===== src/rtl/seg_xlate_pkg.sv =====
package seg_xlate_pkg;

    typedef enum logic [1:0] {
        FLT_NONE    = 2'd0,
        FLT_BOUNDS  = 2'd1,
        FLT_INVALID = 2'd2,
        FLT_PERM    = 2'd3
    } xl_fault_e;

    typedef enum logic [1:0] {
        ACC_READ  = 2'd0,
        ACC_WRITE = 2'd1,
        ACC_EXEC  = 2'd2,
        ACC_RSVD  = 2'd3
    } xl_access_e;

    localparam int PERM_W     = 3;
    localparam int PERM_READ  = 0;
    localparam int PERM_WRITE = 1;
    localparam int PERM_EXEC  = 2;

endpackage


===== src/rtl/seg_regfile.sv =====
module seg_regfile
    import seg_xlate_pkg::*;
#(
    parameter int SEG_W   = 2,
    parameter int BASE_W  = 16,
    parameter int BOUND_W = 13
) (
    input  logic               clk,
    input  logic               rst_n,
    input  logic               wr_en,
    input  logic               wr_priv,
    input  logic [SEG_W-1:0]   wr_idx,
    input  logic [BASE_W-1:0]  wr_base,
    input  logic [BOUND_W-1:0] wr_bound,
    input  logic [PERM_W-1:0]  wr_perm,
    input  logic               wr_valid,
    input  logic [SEG_W-1:0]   rd_idx,
    output logic [BASE_W-1:0]  rd_base,
    output logic [BOUND_W-1:0] rd_bound,
    output logic [PERM_W-1:0]  rd_perm,
    output logic               rd_valid
);

    localparam int NSEG = 1 << SEG_W;

    typedef struct packed {
        logic [NSEG-1:0][BASE_W-1:0]  base;
        logic [NSEG-1:0][BOUND_W-1:0] bound;
        logic [NSEG-1:0][PERM_W-1:0]  perm;
        logic [NSEG-1:0]              vld;
    } tbl_t;

    tbl_t state_d, state_q;
    logic [NSEG-1:0] hit;

    // Per-descriptor write decode: a write lands only when privileged.
    for (genvar i = 0; i < NSEG; i++) begin : g_dec
        assign hit[i] = wr_en && wr_priv && (wr_idx == SEG_W'(i));
    end

    always_comb begin
        state_d = state_q;
        for (int i = 0; i < NSEG; i++) begin
            if (hit[i]) begin
                state_d.base[i]  = wr_base;
                state_d.bound[i] = wr_bound;
                state_d.perm[i]  = wr_perm;
                state_d.vld[i]   = wr_valid;
            end
        end
    end

    always_ff @(posedge clk or negedge rst_n) begin
        if (!rst_n) begin
            state_q <= '0;
        end else begin
            state_q <= state_d;
        end
    end

    // Read side sees the registered table only, so a write in the same
    // cycle cannot reach a request presented in that cycle.
    assign rd_base  = state_q.base[rd_idx];
    assign rd_bound = state_q.bound[rd_idx];
    assign rd_perm  = state_q.perm[rd_idx];
    assign rd_valid = state_q.vld[rd_idx];

    // no table change without a privileged write
    assert_cfg_gate_R8: assert property (@(posedge clk) disable iff (!rst_n)
        !(wr_en && wr_priv) |=> $stable(state_q));

    // a privileged write is visible from the following cycle
    assert_cfg_lands_R9: assert property (@(posedge clk) disable iff (!rst_n)
        (wr_en && wr_priv && (rd_idx == wr_idx)) |=> (rd_base == $past(wr_base)));

endmodule


===== src/rtl/seg_check.sv =====
module seg_check
    import seg_xlate_pkg::*;
#(
    parameter int OFF_W   = 12,
    parameter int BASE_W  = 16,
    parameter int BOUND_W = 13
) (
    input  logic [OFF_W-1:0]   offset,
    input  xl_access_e         kind,
    input  logic [BASE_W-1:0]  base,
    input  logic [BOUND_W-1:0] bound,
    input  logic [PERM_W-1:0]  perm,
    input  logic               entry_valid,
    output xl_fault_e          fault,
    output logic [BASE_W-1:0]  paddr
);

    logic              over_bound;
    logic              allowed;
    logic [BASE_W-1:0] sum;

    assign over_bound = (BOUND_W'(offset) >= bound);
    assign sum        = base + BASE_W'(offset);

    always_comb begin
        unique case (kind)
            ACC_READ:  allowed = perm[PERM_READ];
            ACC_WRITE: allowed = perm[PERM_WRITE];
            ACC_EXEC:  allowed = perm[PERM_EXEC];
            default:   allowed = 1'b0;
        endcase
    end

    // Priority: invalid, then bounds, then permission.
    always_comb begin
        fault = FLT_NONE;
        paddr = '0;
        if (!entry_valid) begin
            fault = FLT_INVALID;
        end else if (over_bound) begin
            fault = FLT_BOUNDS;
        end else if (!allowed) begin
            fault = FLT_PERM;
        end else begin
            paddr = sum;
        end
    end

endmodule


===== src/rtl/seg_xlate_unit.sv =====
module seg_xlate_unit
    import seg_xlate_pkg::*;
#(
    parameter int VA_W  = 14,
    parameter int SEG_W = 2,
    parameter int PA_W  = 16
) (
    input  logic                       clk,
    input  logic                       rst_n,
    input  logic                       cfg_we,
    input  logic                       cfg_priv,
    input  logic [SEG_W-1:0]           cfg_seg,
    input  logic [PA_W-1:0]            cfg_base,
    input  logic [VA_W-SEG_W:0]        cfg_bound,
    input  logic [2:0]                 cfg_perm,
    input  logic                       cfg_valid,
    input  logic                       req_valid,
    input  logic [VA_W-1:0]            req_vaddr,
    input  logic [1:0]                 req_kind,
    output logic                       rsp_valid,
    output logic [PA_W-1:0]            rsp_paddr,
    output logic [1:0]                 rsp_fault
);

    localparam int OFF_W   = VA_W - SEG_W;
    localparam int BOUND_W = OFF_W + 1;

    typedef struct packed {
        logic            valid;
        logic [PA_W-1:0] paddr;
        xl_fault_e       fault;
    } rsp_t;

    rsp_t rsp_d, rsp_q;

    logic [SEG_W-1:0]   seg_idx;
    logic [OFF_W-1:0]   offset;
    logic [PA_W-1:0]    sel_base;
    logic [BOUND_W-1:0] sel_bound;
    logic [PERM_W-1:0]  sel_perm;
    logic               sel_valid;
    xl_fault_e          chk_fault;
    logic [PA_W-1:0]    chk_paddr;

    assign seg_idx = req_vaddr[VA_W-1:OFF_W];
    assign offset  = req_vaddr[OFF_W-1:0];

    seg_regfile #(
        .SEG_W  (SEG_W),
        .BASE_W (PA_W),
        .BOUND_W(BOUND_W)
    ) u_table (
        .clk     (clk),
        .rst_n   (rst_n),
        .wr_en   (cfg_we),
        .wr_priv (cfg_priv),
        .wr_idx  (cfg_seg),
        .wr_base (cfg_base),
        .wr_bound(cfg_bound),
        .wr_perm (cfg_perm),
        .wr_valid(cfg_valid),
        .rd_idx  (seg_idx),
        .rd_base (sel_base),
        .rd_bound(sel_bound),
        .rd_perm (sel_perm),
        .rd_valid(sel_valid)
    );

    seg_check #(
        .OFF_W  (OFF_W),
        .BASE_W (PA_W),
        .BOUND_W(BOUND_W)
    ) u_check (
        .offset     (offset),
        .kind       (xl_access_e'(req_kind)),
        .base       (sel_base),
        .bound      (sel_bound),
        .perm       (sel_perm),
        .entry_valid(sel_valid),
        .fault      (chk_fault),
        .paddr      (chk_paddr)
    );

    always_comb begin
        rsp_d       = '0;
        rsp_d.fault = FLT_NONE;
        rsp_d.valid = req_valid;
        if (req_valid) begin
            rsp_d.paddr = chk_paddr;
            rsp_d.fault = chk_fault;
        end
    end

    always_ff @(posedge clk or negedge rst_n) begin
        if (!rst_n) begin
            rsp_q <= '0;
        end else begin
            rsp_q <= rsp_d;
        end
    end

    assign rsp_valid = rsp_q.valid;
    assign rsp_paddr = rsp_q.paddr;
    assign rsp_fault = rsp_q.fault;

    // a response follows every request by exactly one cycle
    assert_resp_follows_R7: assert property (@(posedge clk) disable iff (!rst_n)
        req_valid |=> rsp_valid);

    // no response without a request, and idle fields are zero
    assert_resp_idle_R7: assert property (@(posedge clk) disable iff (!rst_n)
        !req_valid |=> (!rsp_valid && rsp_paddr == '0 && rsp_fault == 2'd0));

    // a faulting response never carries an address
    assert_fault_no_addr_R3: assert property (@(posedge clk) disable iff (!rst_n)
        (rsp_fault != 2'd0) |-> (rsp_paddr == '0));

    // an invalid descriptor always reports the invalid cause
    assert_invalid_wins_R5: assert property (@(posedge clk) disable iff (!rst_n)
        (req_valid && !sel_valid) |=> (rsp_fault == 2'd2));

    // an out-of-bound offset on a valid descriptor reports bounds
    assert_bound_fault_R3: assert property (@(posedge clk) disable iff (!rst_n)
        (req_valid && sel_valid && (BOUND_W'(offset) >= sel_bound)) |=> (rsp_fault == 2'd1));

endmodule


===== config.mk =====
export PLATFORM = sky130hd
export DESIGN_NAME = seg_xlate_unit
export DESIGN_NICKNAME = d
export VERILOG_FILES = /design/src/rtl/seg_xlate_pkg.sv /design/src/rtl/seg_regfile.sv /design/src/rtl/seg_check.sv /design/src/rtl/seg_xlate_unit.sv
export SDC_FILE = /design/constraint.sdc
export NUM_CORES = 1
export LEC_CHECK = 0
export BUFFER_PORTS_ARGS = -buffer_cell sky130_fd_sc_hd__buf_2
export CORE_MARGIN = 5
export CORE_UTILIZATION = 59
export DETAILED_ROUTE_END_ITERATION = 10
export GPL_ROUTABILITY_DRIVEN = 0
export PLACE_DENSITY = 0.85
export SLEW_MARGIN = 20
export SYNTH_ARGS = -nofsm -noshare
export SYNTH_HDL_FRONTEND = slang
export SYNTH_SLANG_ARGS = --single-unit

===== constraint.sdc =====
create_clock -name clk -period 3.53 [get_ports clk]
set_clock_uncertainty 0.05 [all_clocks]
set_input_delay 0.353 -clock clk [delete_from_list [all_inputs] [get_ports clk]]
set_output_delay 0.353 -clock clk [all_outputs]
set_load 0.02 [all_outputs]

Word-level counts from Yosys, hierarchy flattened
Cells that the tools add are included.

word-level totals
  memories kept = 0
  input bits = 56
  bits in latches = 0
  bits in writable memories = 0
  memory bits (read-only) = 0
  bits in registers = 151
  word-level logic and storage cells = 50

cells by class
  magnitude comparators = 2
  add/subtract/negate cells = 1
  mux-type cells = 16
  multipliers = 0
  bitwise logic cells = 0
  equal/unequal tests = 5
  div/mod/pow operators = 0
  shifts and indexed selects = 0
  reductions and logical operators = 7

operators by type and width
  operator                                            number
  2-to-1 mux 16 bit                                   4
  binary-select mux 16 bit (select 2 bit)             1
  binary-select mux 13 bit (select 2 bit)             1
  2-to-1 mux 18 bit                                   1
  adder 16 x 12 -> 16 bit                             1
  >= comparator 12 x 13 -> 1 bit                      1
  2-to-1 mux 13 bit                                   1
  binary-select mux 3 bit (select 2 bit)              1
  == test 2 bit, second input constant                3
  2-to-1 mux 2 bit                                    3
  logical AND 1 bit                                   5
  == test 2 x 1 -> 1 bit, second input constant       2
  logical NOT 2 bit                                   2
  < comparator 2 x 3 -> 1 bit, second input constant  1
  2-to-1 mux 3 bit                                    1
  one-hot mux 1 bit (3 select lines)                  1
  binary-select mux 1 bit (select 2 bit)              1
  2-to-1 mux 1 bit                                    1

Longest topological paths before layout
  depth after elaboration = 7
  mapped depth = 13
  gate-level depth less buffers = 9

Hierarchy
From an unflattened synthesis, not the netlist that was laid out.

unflattened totals
  cell total of the unflattened synthesis = 530
  area total of the unflattened synthesis = 7702.4 um^2

modules (own cells, without submodules)
  module          area each (um^2)  cells an instance  sequential area each (um^2)  times used
  seg_regfile     5863.1            322                3303.2                       1
  seg_check       1222.4            170                0.0                          1
  seg_xlate_unit  616.8             38                 475.5                        1

Worst setup path after synthesis
No wires, ideal clock.

  path type = input-to-reg
  start = input port req_vaddr[12]
  end = register rsp_q (netlist bit rsp_paddr[14])
  stages = 12
  path buffers = 3
  path slack = 0.376 ns
  arrival time = 2.986 ns
  path through = buf_6 buf_8 buf_2 mux4_2 ha_1 fa_1 a211oi_1 nor2_1 o22ai_1 a311oi_1 xnor2_1 nor2_1

RTL lines
  item                  line                  source
  from (decl)           seg_xlate_unit.sv:18  input logic [VA_W-1:0] req_vaddr,
  to (signal assigned)  seg_xlate_unit.sv:98  rsp_q <= rsp_d;
  to (decl)             seg_xlate_unit.sv:34  rsp_t rsp_d, rsp_q;

==> metrics.yaml <==
antenna_left: 0
finalSetupTns_ns: 0
design.core.area_um2: 12000
die-width_um: 120
critPathBufInv: 2
synth_edf_count: 0
worst_ep_arrival_time_ns: 3.22
cts.sinks: 151
clk_latency_ns: 0.43
cts_root_buffer: "clkbuf_16"
drive_gt1_frac: 0.469
rrSetupSlack_ns: 0.60
hpwl_mm: 10.7
dr_wl_met2_mm: 8.15
placementRows: 40
hp-class: "in -> async"
synth_top_family_by_area: "multiplexers"
clk_pin_slew_ns: 0.06
slowest_delay_ns: 0.51
ys_async_sr_fraction: 1.00
ctsResizeCount: 0
vdd_drop_max_v: 0.000336
critical_path.top_delay_family: "compound AO/OA/AOI/OAI gates"
ys_top_cells_by_area: "dfrtp_1 53%, mux2_2 21%, mux4_2 7.5%"
hold_viol_final: 25
cp_cell_sequence: "mux4_1 > inv_1 > ha_1 > a21o_1 > a21oi_1 > o211ai_1 > a21oi_1 > o211ai_2 > buf_4 > nor2_1"
wirelength_mm: 16.1
status: "complete, but fails checks"
setup.worst_path.start: "u_table.state_q[39]$_DFFE_PN0P_"
grtUsageTotal: 0.236
crit_fanout: 9
holdBufCountCts: 0
period_share: 0.829
crit_path_top_delay_cell: "mux4_1"
ys_seq_elements: 151
post_cts_buffers: 0
path_class: "reg -> reg"
antenna_cells: 0
cp.required_ns: 3.83
rsz0062_at_grt: "false"
min_period_ns: 2.93
yosys_warnings: 0
cts_made_buffers: 17
cts_tree: "yes"
yosysTopAreaCellShare: 0.525
yosys.area_share.simple: 0.0285
ys.flop_type: "dfrtp_1"
cp-end-kind: "flip-flop"
synth_top_area_cell: "dfrtp_1"
port_buffers: 74
ioPinCount: 75
synth_xor_area_frac: 0.0122
m1WireLength_mm: 6.48
grt_pass1_vias: 4950
maxSlewViolCount: 0
wl_met3_mm: 1.15
dr.pass1.iters: 6
worstMarginPinSlew_ns: 0.887
synth_fp_nets: 566
r2r_start: "u_table.state_q[39]$_DFFE_PN0P_"
synthCells: 485
final_nets: 654
cts.path.max_buffers: 2
highest_layer: "met5"
grt_pass1_wl_mm: 26.0
dpl_cell_area_um2: 7810
syn_area_um2: 7200
ys_seq_area_frac: 0.525
max_clock_freq_ghz: 0.342
vias: 4515
power.density_nw_per_um2: 618
start_util: 0.602
setup_violations: 0
max_slew_margin: 0.409
synth_compound_area_frac: 0.0503
ys_types: 46
cts.htree.levels: 4
yosys-top-cells-count: "151 x dfrtp_1, 132 x mux2_2, 24 x ha_1, 24 x mux4_2"
postSynthAreaPerCell_um2: 14.8
violations: "hold timing"
whs_ns: -0.0302
via_per_inst: 6.16
synthMuxAreaShare: 0.316
grt_overflow: 0
drtIter0Drc: 306
chipHeight_um: 120
synth_fa_ha_area_frac: 0.0445
wl_per_cell_um: 22.0
p_leak_nw: 3.88
antenna_found_initial: 3
final_cell_area_um2: 8350
syn2layout_area_growth_pct: 16.1
max_cap_violations: 0
die_area_um2: 14500
cpMostUsedCell: "a21oi_1"
yosysMostFrequentCell: "dfrtp_1"
startpoint_type: "flip-flop"
drc: 0
grt_max_degree: 97
==> placed cells by master (no fill, tap or decap), types with 10 or more instances in the layout <==
cell and n:
inv_1 17, mux2_2 132, dfrtp_1 151, nor2_1 17, buf_2 73, clkbuf_16 17
buf_4 12, ha_1 24, nand2_1 10, mux4_2 24, a21oi_1 15
==> flip-flops by register name (all words and copies together), names as in the netlist <==
signal and cells:
rsp_fault 2, rsp_paddr 16, rsp_valid 1, u_table.state_q 132
==> cell type report <==
class                      count  area [um2]
sequential                   151        3780
multi-input combinational    297        3250
inverter                      17        63.8
tap                          147         184
fill                         805        3610
clock buffer                  24         472
clock inverter                 8        73.8
timing repair buffer          89         527
==> per-layer routing <==
metal,GRT usage,vias up
met5,0,-
met4,0.0892,6
met3,0.0772,33
met2,0.389,147
met1,0.292,2336
li1,-,1993
==> logic make-up after synthesis <==
family	Yosys count
compound gates	52
xor+xnor	10
fa+ha+maj	25
buf+inv	37
flops	151
mux	166
simple gates	44
==> power by group <==
| part | switching (W) | internal, W | total, W |
|---|---|---|---|
| sequential | 0.000174 | 0.00208 | 0.00226 |
| combinational | 0.000564 | 0.000654 | 0.00122 |
| clock | 0.000686 | 0.00100 | 0.00169 |
| total | 0.00142 | 0.00374 | 0.00516 |
==> worst register-to-register path, stage by stage, from the launching register on <==
cell	delay [ns]
dfrtp_1	0.39
mux4_1	0.51
inv_1	0.08
ha_1	0.23
a21o_1	0.17
a21oi_1	0.27
o211ai_1	0.13
a21oi_1	0.33
o211ai_2	0.28
buf_4	0.26
nor2_1	0.15
==> through the flow <==
stage               setup WS [ns]  instances  power (W)  hold slack, ns  utilization
floorplan                   0.376        485    0.00312         0.00741            -
global placement            0.262        701    0.00339           0.428        0.653
detailed placement          0.260        701    0.00349           0.437        0.653
CTS                         0.626        733    0.00518         0.00590        0.698
global route                0.485        733    0.00542         0.00213        0.698
finish                      0.604        733    0.00516         -0.0302        0.698
==> worst paths after layout <==
check	depth (start not counted)	endpoint
max in group asynchronous	2	u_table.state_q[63]$_DFFE_PN0P_
worst min register to register	1	u_table.state_q[55]$_DFFE_PN0P_
worst max-delay path	10	rsp_paddr[3]$_DFF_PN0_
worst max register to register	10	rsp_paddr[3]$_DFF_PN0_
min in group clk	1	rsp_valid$_DFF_PN0_
worst min-delay path	1	u_table.state_q[32]$_DFFE_PN0P_
Power figures use the tool's default switching activity.
